`src/rtl/vlf_pkg.sv`:
```
package vlf_pkg;
  // Reason a word is requested this cycle
  typedef enum logic [1:0] {
    REQ_NONE = 2'd0,
    REQ_SEQ  = 2'd1,
    REQ_JUMP = 2'd2
  } req_kind_e;
endpackage

```
`src/rtl/vlf_align.sv`:
```
// Pulls the current instruction to the top of the three-word window.
module vlf_align #(
  parameter int WORD_W  = 128,
  parameter int QUANT_W = 32,
  parameter int TPL_W   = 2,
  parameter int CNT_W   = 4
) (
  input  logic [3*WORD_W-1:0] win,
  input  logic [CNT_W-1:0]    avail,
  output logic [WORD_W-1:0]   head,
  output logic [CNT_W-1:0]    head_len,
  output logic                head_ok
);
  localparam int NQ    = WORD_W / QUANT_W;
  localparam int WIN_Q = 3 * NQ;
  localparam int WIN_W = 3 * WORD_W;

  logic [WIN_W-1:0] shifted;

  // quanta to shift left so the oldest valid quantum reaches the top
  function automatic logic [CNT_W-1:0] shift_quanta(input logic [CNT_W-1:0] av);
    return CNT_W'(WIN_Q) - av;
  endfunction

  // instruction length in quanta from its template field
  function automatic logic [CNT_W-1:0] len_of(input logic [TPL_W-1:0] t);
    return CNT_W'(t) + 1'b1;
  endfunction

  always_comb begin
    shifted  = win << (shift_quanta(avail) * QUANT_W);
    head     = shifted[WIN_W-1 -: WORD_W];
    head_len = len_of(head[WORD_W-1 -: TPL_W]);
    head_ok  = (avail != '0) && (avail >= head_len);
  end
endmodule

```
`src/rtl/vlf_ctrl.sv`:
```
// Request sequencing: next word address, jump redirect, room check.
module vlf_ctrl
  import vlf_pkg::*;
#(
  parameter int ADDR_W = 16,
  parameter int CNT_W  = 4,
  parameter int NQ     = 4
) (
  input  logic              clk,
  input  logic              rst_n,
  input  logic              jmp_valid,
  input  logic [ADDR_W-1:0] jmp_target,
  input  logic [CNT_W-1:0]  remain,
  output logic              mem_req,
  output logic [ADDR_W-1:0] mem_addr,
  output logic              mem_stall,
  output logic              rd_live,
  output req_kind_e         req_kind
);
  logic              run_q;
  logic              pend_q;
  logic [ADDR_W-1:0] pc_q;

  // a whole word may land next cycle only if at most one word stays held
  function automatic logic room_for_word(input logic [CNT_W-1:0] r);
    return r <= CNT_W'(NQ);
  endfunction

  always_comb begin
    if (!run_q)                    req_kind = REQ_NONE;
    else if (jmp_valid)            req_kind = REQ_JUMP;
    else if (room_for_word(remain)) req_kind = REQ_SEQ;
    else                           req_kind = REQ_NONE;
  end

  assign mem_req   = (req_kind != REQ_NONE);
  assign mem_addr  = (req_kind == REQ_JUMP) ? jmp_target : pc_q;
  assign mem_stall = run_q && !mem_req;
  assign rd_live   = pend_q;

  always_ff @(posedge clk) begin
    if (!rst_n) begin
      run_q  <= 1'b0;
      pend_q <= 1'b0;
      pc_q   <= '0;
    end else begin
      run_q  <= 1'b1;
      pend_q <= mem_req;
      if (mem_req) pc_q <= mem_addr + 1'b1;
    end
  end


  seq_addr_chk: assert property (@(posedge clk) disable iff (!rst_n)
    mem_req |=> (req_kind != REQ_SEQ || mem_addr == ADDR_W'($past(mem_addr) + 1'b1)));


  start_addr_chk: assert property (@(posedge clk) disable iff (!rst_n)
    $rose(run_q) |-> (req_kind == REQ_JUMP || (mem_req && mem_addr == '0)));
endmodule

```
`src/rtl/vlf_fetch.sv`:
```
// Variable-length fetch: two-word holding register plus incoming word slot.
module vlf_fetch
  import vlf_pkg::*;
#(
  parameter int WORD_W  = 128,
  parameter int QUANT_W = 32,
  parameter int TPL_W   = 2,
  parameter int ADDR_W  = 16
) (
  input  logic              clk,
  input  logic              rst_n,
  output logic              mem_req,
  output logic [ADDR_W-1:0] mem_addr,
  input  logic [WORD_W-1:0] mem_rdata,
  output logic              mem_stall,
  input  logic              jmp_valid,
  input  logic [ADDR_W-1:0] jmp_target,
  output logic [WORD_W-1:0] instr_out,
  output logic              instr_vld
);
  localparam int NQ    = WORD_W / QUANT_W;
  localparam int CNT_W = $clog2(3 * NQ + 1);
  localparam int BUF_W = 2 * WORD_W;
  localparam int WIN_W = 3 * WORD_W;

  logic [BUF_W-1:0]  buf_q;
  logic [CNT_W-1:0]  fill_q;
  logic [CNT_W-1:0]  avail;
  logic [CNT_W-1:0]  remain;
  logic [CNT_W-1:0]  head_len;
  logic [WIN_W-1:0]  win;
  logic [WORD_W-1:0] head;
  logic [WORD_W-1:0] instr_q;
  logic              vld_q;
  logic              head_ok;
  logic              issue;
  logic              rd_live;
  req_kind_e         req_kind;

  // ones over the top n quanta of a word
  function automatic logic [WORD_W-1:0] keep_mask(input logic [CNT_W-1:0] n);
    logic [WORD_W-1:0] m;
    m = '0;
    for (int i = 0; i < NQ; i++)
      if (CNT_W'(i) < n) m[WORD_W-1-i*QUANT_W -: QUANT_W] = '1;
    return m;
  endfunction

  always_comb begin
    avail = rd_live ? fill_q + CNT_W'(NQ) : fill_q;
    win   = rd_live ? {buf_q, mem_rdata} : {{WORD_W{1'b0}}, buf_q};
  end

  vlf_align #(
    .WORD_W (WORD_W),
    .QUANT_W(QUANT_W),
    .TPL_W  (TPL_W),
    .CNT_W  (CNT_W)
  ) u_align (
    .win     (win),
    .avail   (avail),
    .head    (head),
    .head_len(head_len),
    .head_ok (head_ok)
  );

  assign issue  = head_ok && !jmp_valid;
  assign remain = issue ? avail - head_len : avail;

  vlf_ctrl #(
    .ADDR_W(ADDR_W),
    .CNT_W (CNT_W),
    .NQ    (NQ)
  ) u_ctrl (
    .clk       (clk),
    .rst_n     (rst_n),
    .jmp_valid (jmp_valid),
    .jmp_target(jmp_target),
    .remain    (remain),
    .mem_req   (mem_req),
    .mem_addr  (mem_addr),
    .mem_stall (mem_stall),
    .rd_live   (rd_live),
    .req_kind  (req_kind)
  );

  always_ff @(posedge clk) begin
    if (!rst_n) begin
      buf_q   <= '0;
      fill_q  <= '0;
      instr_q <= '0;
      vld_q   <= 1'b0;
    end else begin
      buf_q  <= win[BUF_W-1:0];
      fill_q <= jmp_valid ? '0 : remain;
      vld_q  <= issue;
      if (issue) instr_q <= head & keep_mask(head_len);
    end
  end

  assign instr_out = instr_q;
  assign instr_vld = vld_q;


  no_overflow_chk: assert property (@(posedge clk) disable iff (!rst_n)
    remain <= CNT_W'(2 * NQ));


  word_room_chk: assert property (@(posedge clk) disable iff (!rst_n)
    rd_live |-> fill_q <= CNT_W'(NQ));


  jump_bubble_chk: assert property (@(posedge clk) disable iff (!rst_n)
    jmp_valid |=> (!instr_vld && fill_q == '0));


  out_mask_chk: assert property (@(posedge clk) disable iff (!rst_n)
    instr_vld |-> ((instr_out & ~keep_mask(CNT_W'(instr_out[WORD_W-1 -: TPL_W]) + 1'b1)) == '0));


  steady_issue_chk: assert property (@(posedge clk) disable iff (!rst_n)
    (instr_vld && !jmp_valid) |=> instr_vld);
endmodule

```
`config.mk`:
```
export PLATFORM = sky130hd
export DESIGN_NAME = vlf_fetch
export DESIGN_NICKNAME = d
export VERILOG_FILES = /design/src/rtl/vlf_pkg.sv /design/src/rtl/vlf_align.sv /design/src/rtl/vlf_ctrl.sv /design/src/rtl/vlf_fetch.sv
export SDC_FILE = /design/constraint.sdc
export NUM_CORES = 1
export LEC_CHECK = 0
export BUFFER_PORTS_ARGS = -buffer_cell sky130_fd_sc_hd__buf_4
export CAP_MARGIN = 20
export CORE_ASPECT_RATIO = 1.75
export CORE_MARGIN = 4
export CORE_UTILIZATION = 30
export CTS_CLUSTER_SIZE = 30
export DETAILED_ROUTE_END_ITERATION = 8
export GPL_ROUTABILITY_DRIVEN = 1
export HOLD_SLACK_MARGIN = 0.08
export SETUP_SLACK_MARGIN = 0.1
export SYNTH_ARGS = -nofsm -noshare
export SYNTH_HDL_FRONTEND = slang
export SYNTH_HIERARCHICAL = 1
export SYNTH_SLANG_ARGS = --single-unit
```
`constraint.sdc`:
```
create_clock -name clk -period 15.1 [get_ports clk]
set_clock_uncertainty 0.15 [all_clocks]
set_input_delay 3.775 -clock clk [delete_from_list [all_inputs] [get_ports clk]]
set_output_delay 3.775 -clock clk [all_outputs]
set_load 0.01 [all_outputs]
```
==> out/results.tsv <==
stage	metric	value	unit
routing	routed_via_density	5.41	
place	gp_congestion	0.855	
finish	instances_no_fill	4048	
finish	multi_input_area	17000	um^2
die	die_h	402	um
cts	post_cts_buffers	0	
die	rows	144	
finish	fillers	9087	
timing	setup_viol_count_final	0	
timing	tightest_slew	1.07	ns
setup_path	r2r_cells	19	
finish	drive_gt1_frac	0.281	
finish	final_cell_mix	405 x dfxtp_1, 388 x and2_1, 330 x buf_4, 210 x mux2_4, 205 x nand2_1	
cts	tritoncts	built	
setup_path	crit_slowest_cell	nand2b_4	
grt	grt_pass1_vias	22208	
timing	fin_crit_sh	0.811	
place	hpwlAfterDp	61900	um
worst_hold_path	hold_path_depth	2	
routing	drcViolationCount	0	
setup_path	cpMostUsedCell	buf_4	
setup_path	required	11.18	ns
cts	clk_latency	0.60	ns
synth	ys_warn_count	6	
finish	fin_nets	3000	
finish	area_growth	15.8	%
power	ir_drop	0.260	mV
setup_path	crit_type	input port to primary output	
routing	routedWlPerCell	22.9	um
cts	cts_buffers	44	
cts	clockRootBuffer	clkbuf_16	
place	numPlacedInstances	3965	
cts	post_cts_resized	0	
timing	finalHoldViolations	0	
place	port_buffers	293	
timing	rsz0062_at_grt	false	
cts	cts_max_level	2	
routing	first_iter_violations	1864	
routing	ant_nets	0	
routing	vias	21903	
grt	antenna_found_initial	3	
timing	drv_slew	0	
synth	synthCells	2728	
grt	grt.overflow.total	0	
die	io_pins	294	
setup_path	cp.arrival	8.32	ns
setup_path	cp-end-kind	primary output	
cts	cts_buffer_depth	3	
routing	dr.pass1.iters	7	
finish	seqCellArea	8160	um^2
run	maxCapViolCount	0	
cts	clock_sinks	407	
cts	cts_hold_buf	0	
finish	final_common_cell	dfxtp_1	
die	core_area	87900	um^2
die	initial_core_util	0.302	
timing	slew-limit-headroom	0.287	
timing	setup_tns	0	ns
synth	synth_nets	2885	
timing	min_period	12.24	ns
status	status	complete, no violations	
grt	track_usage	0.191	
synth	syn_area	26600	um^2
setup_path	crit_path_max_fanout	61	
power	power_leakage	12.1	nW
worst_hold_path	hold_path_class	flip-flop to flip-flop	
die	die_w	233	um
grt	grt_first_pass_wirelength	139000	um
power	power.density	215	nW/um^2
cts	path_clk_slew	0.06	ns
setup_path	path_buf_inv	5	
routing	drt-total-wl	92800	um
synth	avgSynthCellArea	9.75	um^2
setup_path	cpPeakStageDelay	0.55	ns
timing	fmax	0.0817	GHz
setup_path	crit_family	compound AO/OA/AOI/OAI gates	
setup_path	cp.depth	20	
die	dieArea	93700	um^2
setup_path	crit_chain	buf_4 -> mux2_2 -> mux2_2 -> nand2_1 -> o21ai_0 -> a32o_1 -> ha_1 -> inv_1 -> ha_1 -> a21o_1 -> a21oi_1 -> o21bai_1 -> nand2b_4 -> a21oi_4 -> xor2_1 -> nand2b_1 -> o211ai_2 -> buf_4 -> inv_1 -> buf_4	
grt	grt_max_degree	244	
setup_path	cp-start-kind	input port	
==> path summary, 6_finish.rpt <==
| path | from | end | slack (ns) |
|---|---|---|---|
| min reg2reg | u_ctrl/pc_q[6] | u_ctrl/pc_q[6] | 0.31 |
| max reg2reg | fill_q[0] | instr_out[126] | 7.13 |
| max | mem_rdata[31] | mem_req | 2.86 |
| min | u_ctrl/pc_q[6] | u_ctrl/pc_q[6] | 0.31 |
==> state kept, by name (all words and copies together), names as in the netlist <==
name and count:
instr_out 128, instr_vld 1, u_ctrl/rd_live 1, u_ctrl/run_q 1, fill_q 4, u_ctrl/pc_q 16
buf_q 256
==> per-layer routing <==
metal  vias to the layer above  global-route usage  wire length, um
met5                         -                   0               13
met3                       204              0.0372             5300
met4                         2              0.0960             5080
li1                      10256                   -                -
met2                       753               0.323            44900
met1                     10688               0.228            37500
==> stage by stage <==
step | cell area [um^2] | utilization | hold slack, ns | setup WS (ns) | power, mW
after floorplan | 26600 | - | 0.281 | 3.93 | 4.29
after CTS | 30800 | 0.350 | 0.309 | 2.84 | 6.65
after detailed placement | 29200 | 0.332 | 0.298 | 2.87 | 5.40
after global placement | 29200 | 0.332 | 0.290 | 2.95 | 5.39
final | 30800 | 0.350 | 0.309 | 2.86 | 6.62
after global routing | 30800 | 0.350 | 0.351 | 2.51 | 6.97
==> power breakdown <==
| group | internal, mW | switching [mW] | total [mW] |
|---|---|---|---|
| Clock | 0.727 | 0.500 | 1.23 |
| Combinational | 1.47 | 2.66 | 4.13 |
| Sequential | 1.17 | 0.0921 | 1.26 |
==> layout make-up <==
type / count / area share
Clock buffer: 57 / 0.0406
Antenna cell: 1 / 0.0000813
Inverter: 18 / 0.00244
Timing Repair Buffer: 333 / 0.0822
Sequential cell: 407 / 0.265
Clock inverter: 25 / 0.0117
Tap cell: 1168 / 0.0475
Multi-Input combinational cell: 2039 / 0.551
==> tightest hold or removal path, cell delays in order (launching register included) <==
cell	delay [ns]
dfxtp_1	0.31
nand2_1	0.05
a21oi_1	0.05
Power figures use the tool's default switching activity.
